[src/rtl/cpu_seq_pkg.sv]
// Package: shared step encoding, ALU operations and opcode values for the
// register-transfer sequencer. Assumes a 4-bit opcode at the top of the word.
package cpu_seq_pkg;

    typedef enum logic [4:0] {
        ST_F0_PC,     // PC -> MAR, X
        ST_F1_RD,     // start read; 4 -> Y
        ST_F2_ADD,    // add
        ST_F3_WT,     // Z -> PC; wait
        ST_F4_IR,     // MDR -> IR
        ST_DEC,       // decode, source register or source address
        ST_SRC_RD,    // start source read
        ST_SRC_WT,    // wait source
        ST_SRC_LD,    // MDR -> Y
        ST_DSEL,      // destination register or destination address
        ST_DST_RD,    // start destination read
        ST_DST_WT,    // wait destination
        ST_DST_LD,    // MDR -> X
        ST_EXEC,      // ALU -> Z
        ST_STORE,     // Z -> register, or Z -> MDR and address -> MAR
        ST_WR,        // start write
        ST_WR_WT      // wait write
    } step_e;

    typedef enum logic {ALU_ADD, ALU_SUB} alu_op_e;

    localparam logic [3:0] OPC_ADD = 4'd0;
    localparam logic [3:0] OPC_SUB = 4'd1;
    localparam logic [3:0] OPC_DEC = 4'd2;

endpackage

[src/rtl/cpu_seq_regfile.sv]
// General register file: one write port, two combinational read ports.
// Assumes synchronous active-low reset clears every register to zero.
module cpu_seq_regfile #(
    parameter int DATA_W = 32,
    parameter int REG_N  = 8,
    localparam int IDX_W = $clog2(REG_N)
) (
    input  logic              clk,
    input  logic              rst_n,
    input  logic              we,
    input  logic [IDX_W-1:0]  waddr,
    input  logic [DATA_W-1:0] wdata,
    input  logic [IDX_W-1:0]  raddr_a,
    output logic [DATA_W-1:0] rdata_a,
    input  logic [IDX_W-1:0]  raddr_b,
    output logic [DATA_W-1:0] rdata_b
);
    logic [DATA_W-1:0] regs [REG_N];

    for (genvar g = 0; g < REG_N; g++) begin : g_reg
        // Hold one register; cleared on reset, loaded when addressed
        always_ff @(posedge clk) begin
            if (!rst_n)
                regs[g] <= '0;
            else if (we && waddr == IDX_W'(g))
                regs[g] <= wdata;
        end
    end

    assign rdata_a = regs[raddr_a];
    assign rdata_b = regs[raddr_b];
endmodule

[src/rtl/cpu_seq_alu.sv]
// ALU: operands come only from X and Y; the result is meant for Z.
// Purely combinational.
module cpu_seq_alu #(
    parameter int DATA_W = 32
) (
    input  cpu_seq_pkg::alu_op_e op,
    input  logic [DATA_W-1:0]    a,
    input  logic [DATA_W-1:0]    b,
    output logic [DATA_W-1:0]    y
);
    // Select sum or difference
    always_comb begin
        if (op == cpu_seq_pkg::ALU_SUB)
            y = a - b;
        else
            y = a + b;
    end
endmodule

[src/rtl/cpu_seq_memport.sv]
// Memory handshake: a start pulse raises the read or write strobe, which
// stays high until ready. Assumes the sequencer never starts a second
// access while one is outstanding.
module cpu_seq_memport (
    input  logic clk,
    input  logic rst_n,
    input  logic start_rd,
    input  logic start_wr,
    input  logic mem_ready,
    output logic mem_rd,
    output logic mem_wr,
    output logic busy,
    output logic done
);
    assign busy = mem_rd | mem_wr;
    assign done = mem_ready & busy;

    // Track the outstanding access strobe
    always_ff @(posedge clk) begin
        if (!rst_n) begin
            mem_rd <= 1'b0;
            mem_wr <= 1'b0;
        end else if (done) begin
            mem_rd <= 1'b0;
            mem_wr <= 1'b0;
        end else begin
            if (start_rd) mem_rd <= 1'b1;
            if (start_wr) mem_wr <= 1'b1;
        end
    end
endmodule

[src/rtl/cpu_seq_core.sv]
// Multicycle register machine: one register-transfer step per clock.
// The fetch overlaps the PC increment. Operands are register-direct or
// register-deferred. The ALU reads X and Y and writes Z. Memory goes
// through MAR/MDR. Assumes a byte-addressed memory with PC_STEP-byte words.
module cpu_seq_core #(
    parameter int DATA_W  = 32,
    parameter int REG_N   = 8,
    parameter int PC_STEP = 4
) (
    input  logic              clk,
    input  logic              rst_n,
    input  logic              mem_ready,
    input  logic [DATA_W-1:0] mem_rdata,
    output logic [DATA_W-1:0] mem_addr,
    output logic [DATA_W-1:0] mem_wdata,
    output logic              mem_rd,
    output logic              mem_wr
);
    import cpu_seq_pkg::*;

    localparam int RIDX_W   = $clog2(REG_N);
    localparam int OPC_LSB  = DATA_W - 4;
    localparam int SMODE    = OPC_LSB - 1;
    localparam int SREG_LSB = SMODE - RIDX_W;
    localparam int DMODE    = SREG_LSB - 1;
    localparam int DREG_LSB = DMODE - RIDX_W;

    step_e state, nstate;
    logic [DATA_W-1:0] pc, ir, x, y, z, mar, mdr;
    logic [DATA_W-1:0] alu_y, rf_a, rf_b;
    logic [3:0]        opc;
    logic              src_def, dst_def, op_valid;
    logic [RIDX_W-1:0] src_idx, dst_idx;
    logic              start_rd, start_wr, mp_busy, mp_done, wait_ok, rf_we;
    alu_op_e           alu_op;

    assign opc      = ir[DATA_W-1:OPC_LSB];
    assign src_def  = ir[SMODE];
    assign src_idx  = ir[SMODE-1:SREG_LSB];
    assign dst_def  = ir[DMODE];
    assign dst_idx  = ir[DMODE-1:DREG_LSB];
    assign op_valid = (opc == OPC_ADD) || (opc == OPC_SUB) || (opc == OPC_DEC);

    assign start_rd = (state == ST_F1_RD) || (state == ST_SRC_RD) || (state == ST_DST_RD);
    assign start_wr = (state == ST_WR);
    assign wait_ok  = !mp_busy || mp_done;
    assign rf_we    = (state == ST_STORE) && !dst_def;
    assign alu_op   = (state == ST_EXEC && opc != OPC_ADD) ? ALU_SUB : ALU_ADD;

    assign mem_addr  = mar;
    assign mem_wdata = mdr;

    cpu_seq_regfile #(.DATA_W(DATA_W), .REG_N(REG_N)) u_rf (
        .clk(clk), .rst_n(rst_n), .we(rf_we), .waddr(dst_idx), .wdata(z),
        .raddr_a(src_idx), .rdata_a(rf_a), .raddr_b(dst_idx), .rdata_b(rf_b)
    );

    cpu_seq_alu #(.DATA_W(DATA_W)) u_alu (
        .op(alu_op), .a(x), .b(y), .y(alu_y)
    );

    cpu_seq_memport u_mp (
        .clk(clk), .rst_n(rst_n), .start_rd(start_rd), .start_wr(start_wr),
        .mem_ready(mem_ready), .mem_rd(mem_rd), .mem_wr(mem_wr),
        .busy(mp_busy), .done(mp_done)
    );

    // Choose the next step from the current step, decode and memory state
    always_comb begin
        nstate = state;
        unique case (state)
            ST_F0_PC:  nstate = ST_F1_RD;
            ST_F1_RD:  nstate = ST_F2_ADD;
            ST_F2_ADD: nstate = ST_F3_WT;
            ST_F3_WT:  if (wait_ok) nstate = ST_F4_IR;
            ST_F4_IR:  nstate = ST_DEC;
            ST_DEC:    if (!op_valid)                      nstate = ST_F0_PC;
                       else if (opc == OPC_DEC || !src_def) nstate = ST_DSEL;
                       else                                nstate = ST_SRC_RD;
            ST_SRC_RD: nstate = ST_SRC_WT;
            ST_SRC_WT: if (wait_ok) nstate = ST_SRC_LD;
            ST_SRC_LD: nstate = ST_DSEL;
            ST_DSEL:   nstate = dst_def ? ST_DST_RD : ST_EXEC;
            ST_DST_RD: nstate = ST_DST_WT;
            ST_DST_WT: if (wait_ok) nstate = ST_DST_LD;
            ST_DST_LD: nstate = ST_EXEC;
            ST_EXEC:   nstate = ST_STORE;
            ST_STORE:  nstate = dst_def ? ST_WR : ST_F0_PC;
            ST_WR:     nstate = ST_WR_WT;
            ST_WR_WT:  if (wait_ok) nstate = ST_F0_PC;
            default:   nstate = ST_F0_PC;
        endcase
    end

    // Advance the step register
    always_ff @(posedge clk) begin
        if (!rst_n) state <= ST_F0_PC;
        else        state <= nstate;
    end

    // Perform the register transfers of the current step
    always_ff @(posedge clk) begin
        if (!rst_n) begin
            pc  <= '0;
            ir  <= '0;
            x   <= '0;
            y   <= '0;
            z   <= '0;
            mar <= '0;
            mdr <= '0;
        end else begin
            if (mp_done && mem_rd) mdr <= mem_rdata;
            unique case (state)
                ST_F0_PC:  begin mar <= pc; x <= pc; end
                ST_F1_RD:  y <= DATA_W'(PC_STEP);
                ST_F2_ADD: z <= alu_y;
                ST_F3_WT:  pc <= z;
                ST_F4_IR:  ir <= mdr;
                ST_DEC: begin
                    if (opc == OPC_DEC) y   <= DATA_W'(1);
                    else if (!src_def)  y   <= rf_a;
                    else                mar <= rf_a;
                end
                ST_SRC_LD: y <= mdr;
                ST_DSEL:   if (dst_def) mar <= rf_b; else x <= rf_b;
                ST_DST_LD: x <= mdr;
                ST_EXEC:   z <= alu_y;
                ST_STORE:  if (dst_def) begin mdr <= z; mar <= rf_b; end
                default: ;
            endcase
        end
    end
endmodule

[config.mk]
export PLATFORM = sky130hd
export DESIGN_NAME = cpu_seq_core
export DESIGN_NICKNAME = d
export VERILOG_FILES = /design/src/rtl/cpu_seq_pkg.sv /design/src/rtl/cpu_seq_regfile.sv /design/src/rtl/cpu_seq_alu.sv /design/src/rtl/cpu_seq_memport.sv /design/src/rtl/cpu_seq_core.sv
export SDC_FILE = /design/constraint.sdc
export NUM_CORES = 1
export LEC_CHECK = 0
export BUFFER_PORTS_ARGS = -buffer_cell sky130_fd_sc_hd__buf_2
export CAP_MARGIN = 10
export CORE_ASPECT_RATIO = 1.1
export CORE_MARGIN = 2
export CORE_UTILIZATION = 35
export CTS_CLUSTER_DIAMETER = 30
export DETAILED_ROUTE_END_ITERATION = 10
export PLACE_DENSITY_LB_ADDON = 0.25
export RECOVER_POWER = 25
export REMOVE_ABC_BUFFERS = 1
export SYNTH_ARGS = -nofsm -noshare
export SYNTH_HDL_FRONTEND = slang
export SYNTH_SLANG_ARGS = --single-unit
[constraint.sdc]
create_clock -name clk -period 4.59 [get_ports clk]
set_input_delay 0.6885 -clock clk [delete_from_list [all_inputs] [get_ports clk]]
set_output_delay 0.6885 -clock clk [all_outputs]
set_load 0.05 [all_outputs]
==> impl_summary.txt <==
----------------------------------------------------
[Floorplan]
  Die width ... 259 µm
  Effective utilization at floorplan ... 0.355
  Floorplan row count ... 102
  Area of the placeable core ... 70700 µm²
  Height of the die ... 285 µm
  Die area ... 73800 µm²
  IO Pins ... 101

[Final layout]
  Area of all placed cells without fillers ... 30400 µm²
  Net count, final ... 2508
  Number of standard cells in the layout, taps in and fillers out ... 3471
  Share of layout cells above drive strength 1 ... 0.193
  Final Core Density ... 0.429
  Synth-to-layout area growth ... 21.1%
  Diode insertion count for antenna repair ... 0

[Global routing]
  GR Util met2 ... 0.396
  Met3 Resource Use GR ... 0.0365
  Aggregate global routing overflow ... 0
  Maximum number of pins on one net before global-route repair ... 69
  Global-route total usage across every layer ... 0.231
  Wire length of the first global-routing pass ... 129 mm
  Global routing's busiest layer ... met2
  Vias in the first global route ... 20300
  Antenna violations before repair ... 0
  Met1 Use GR ... 0.295

[Flow run]
  Max cap viols ... 2

[Worst setup path]
  Biggest fanout along the worst timing path ... 15
  Data required time of the critical path ... 5.08 ns
  Worst EP arrival ... 4.68 ns
  Start-to-end type of the worst setup path ... reg -> reg
  Register-to-register path setup slack ... 0.41 ns
  Critical path endpoint category ... flip-flop
  Launching element type of the critical path ... flip-flop

[CTS]
  CTS H-Tree Depth ... 3
  Clock buffers created by TritonCTS ... 108
  Clock insertion delay at the later pin of the skew report ... 0.65 ns
  CTS tree ... done
  Post-CTS Setup Bufs ... 0
  Count of cells resized by post-cts repair ... 0
  Maximum buffer depth of the clock tree ... 3
  Clock slew at the register clock pins of the worst setup and hold paths ... 0.05 ns
  Hold_buf cts ... 0
  CTS sink cnt ... 473
  Clock Root Buffer ... clkbuf_16

[Run status]
  Violated checks ... capacitance limit, slew limit
  Run status ... finished with violations

[Logic synthesis]
  Number of synthesized flops with an enable pin ... 256
  Mean instance size in the synthesized netlist ... 10.5 µm²
  Ys flop type ... edfxtp_1
  Share of synthesized area occupied by flip-flops and latches ... 0.480
  Count of warnings emitted by yosys ... 0
  Top post-synthesis cells by count ... and2_1 (267), edfxtp_1 (256), dfxtp_1 (217)
  Fraction of synthesized cell area taken by the top area cell type ... 0.307
  Async S/R FF share, synth ... 0
  Post-synth design cell area ... 25100 µm²
  Top cells by area in the synthesized netlist ... edfxtp_1 (31%), dfxtp_1 (17%), mux4_2 (11%), and2_1 (6.7%), a21oi_1 (3.4%)
  Library cell occupying the most area in the post-synthesis netlist ... edfxtp_1
  Yosys reg bits ... 473
  Most common cell in the netlist ... and2_1
  Post-synthesis instance total ... 2384
  Distinct cells, synth ... 73

[Routing]
  DR iter-0 viols ... 1752
  Detailed-route via count ... 20000
  Total wirelength of the detailed-routed design ... 85.9 mm
  Drc violations ... 0
  Vias per cell ... 5.76
  Mean routed wirelength per cell ... 24.8 µm
  Count of antenna-violating nets left after detailed routing ... 0
  DR pass1 iterations ... 7

[Placement]
  Final weighted congestion in routability-driven placement ... 0.940
  Count of port buffers added during placement ... 100
  Detail Placement HPWL ... 56.3 mm
  Placed cell areas ... 26800 µm²
  Cell count after placement ... 3266

[STA]
  Unrepaired setup endpoints after global routing ... no
  Aggregate negative setup slack ... 0 ns
  Final max-slew violation count ... 128
  Slew margin rel. ... -0.250
  Maximum achievable frequency ... 0.239 GHz
  Slew at the pin closest to its max-slew limit ... 1.88 ns
  Total setup violations reported at the end of the flow ... 0
  Setup skew after layout ... 0.0307 ns
  Post-route clock period utilization ... 0.912
  Time the final worst path needs with I/O delays and setup ... 4.18 ns
  Final hold violation count ... 0

[Pwr]
  Sequential power share ... 0.316
  Internal power consumption ... 11.1 mW
  Power density over the cells ... 544 nW/µm²
  Sw frac ... 0.326
  Portion of total power attributed to combinational logic ... 0.211
  Portion of total power attributed to the clock network ... 0.473
  Peak VDD IR ... 0.000361 V
  Switching power total ... 5.38 mW
  Leakage component of the power ... 10.5 nW

[Min path]
  Type of the most critical hold path ... in -> reg

----------------------------------------------------
[final timing paths]
kind,from,end,depth (start not counted)
max,state[4],z[19],12
min,mem_rdata[12],mem_wdata[12],3
max reg2reg,state[4],z[19],12
min reg2reg,ir[24],flip-flop,2
[critical path, stage by stage (launching register included)]
cell	delay, ns
dfxtp_1	0.30
or3b_1	0.50
or3_1	0.75
nand2_1	0.23
xor2_1	0.19
ha_1	0.33
a21oi_1	0.22
o21ai_0	0.12
a41oi_1	0.44
a21oi_1	0.20
a41oi_1	0.38
xor2_1	0.25
o21ai_0	0.11
[metal layers]
metal  share of wire  wire length, µm  vias up
met5               0                0        -
met4           0.029             2470        0
met3           0.059             5060      168
met2            0.50            42700      792
met1            0.42            35800     9988
li1                -                -     9033
[through the flow]
stage	setup slack (ns)	hold slack (ns)	power [mW]
after floorplan	-2.56	0.436	7.49
after global placement	0.524	0.436	8.74
after detailed placement	0.446	0.444	8.75
after CTS	0.390	0.298	16.6
after global routing	0.0987	0.332	17.2
final	0.405	0.332	16.5
[kinds of logic (layout without fill, tap and decap cells)]
| family | count (synthesis) | count (layout) | synth area share |
|---|---|---|---|
| AO/OA/AOI/OAI | 545 | 545 | 0.142 |
| XOR/XNOR | 39 | 39 | 0.0136 |
| adder cells (fa/ha/maj) | 33 | 33 | 0.0168 |
| buffers and inverters | 244 | 395 | 0.0372 |
| flip-flops | 473 | 473 | 0.480 |
| multiplexers | 164 | 164 | 0.129 |
| AND/OR/NAND/NOR | 886 | 886 | 0.181 |
[sequential cells by signal (all words and copies together), names as in the netlist, named ones only]
| signal | flops |
|---|---|
| x | 32 |
| z | 32 |
| pc | 32 |
| u_mp.mem_rd | 1 |
| state | 5 |
| mem_addr | 32 |
| u_rf.regs | 256 |
| mem_wdata | 32 |
| u_mp.mem_wr | 1 |
| y | 32 |
| ir | 12 |
[cells in the final DEF (no fill, tap or decap), drive strengths merged, types with 12 or more instances in the layout]
| cell | instances |
|---|---|
| xor2 | 17 |
| and3 | 13 |
| mux2i | 36 |
| a31oi | 48 |
| nand3 | 68 |
| bufinv | 14 |
| nand2 | 206 |
| o21a | 12 |
| xnor2 | 22 |
| or2 | 37 |
| clkinvlp | 19 |
| nand2b | 40 |
| mux4 | 128 |
| o21ai | 111 |
| clkinv | 38 |
| inv | 33 |
| buf | 89 |
| nor3 | 29 |
| a222oi | 30 |
| a21oi | 168 |
| and2 | 268 |
| nor2 | 170 |
| ha | 32 |
| clkbuf | 202 |
| nand4 | 13 |
| a22oi | 33 |
| a311oi | 65 |
| edfxtp | 256 |
| dfxtp | 217 |
[power groups by stage]
| stage | logic (mW) | clock network, mW | registers, mW |
|---|---|---|---|
| 3_5_place_dp | 3.47 | 0 | 5.28 |
| 6_report | 3.49 | 7.80 | 5.22 |
| 3_3_place_gp | 3.47 | 0 | 5.27 |
| 2_1_floorplan | 2.02 | 0 | 5.47 |
| 5_1_grt | 3.79 | 8.12 | 5.26 |
| 4_1_cts | 3.49 | 7.90 | 5.21 |
[final cells by class]
type | instances | area [µm²]
well taps | 936 | 1170
multi-input cells | 1667 | 12300
clock buffers | 124 | 2850
repair buffers | 167 | 1040
inverters | 23 | 86.3
fillers | 6717 | 40300
flip-flops and latches | 473 | 12000
clock inverters | 81 | 883
No activity file was read; power rests on OpenSTA's default activity.
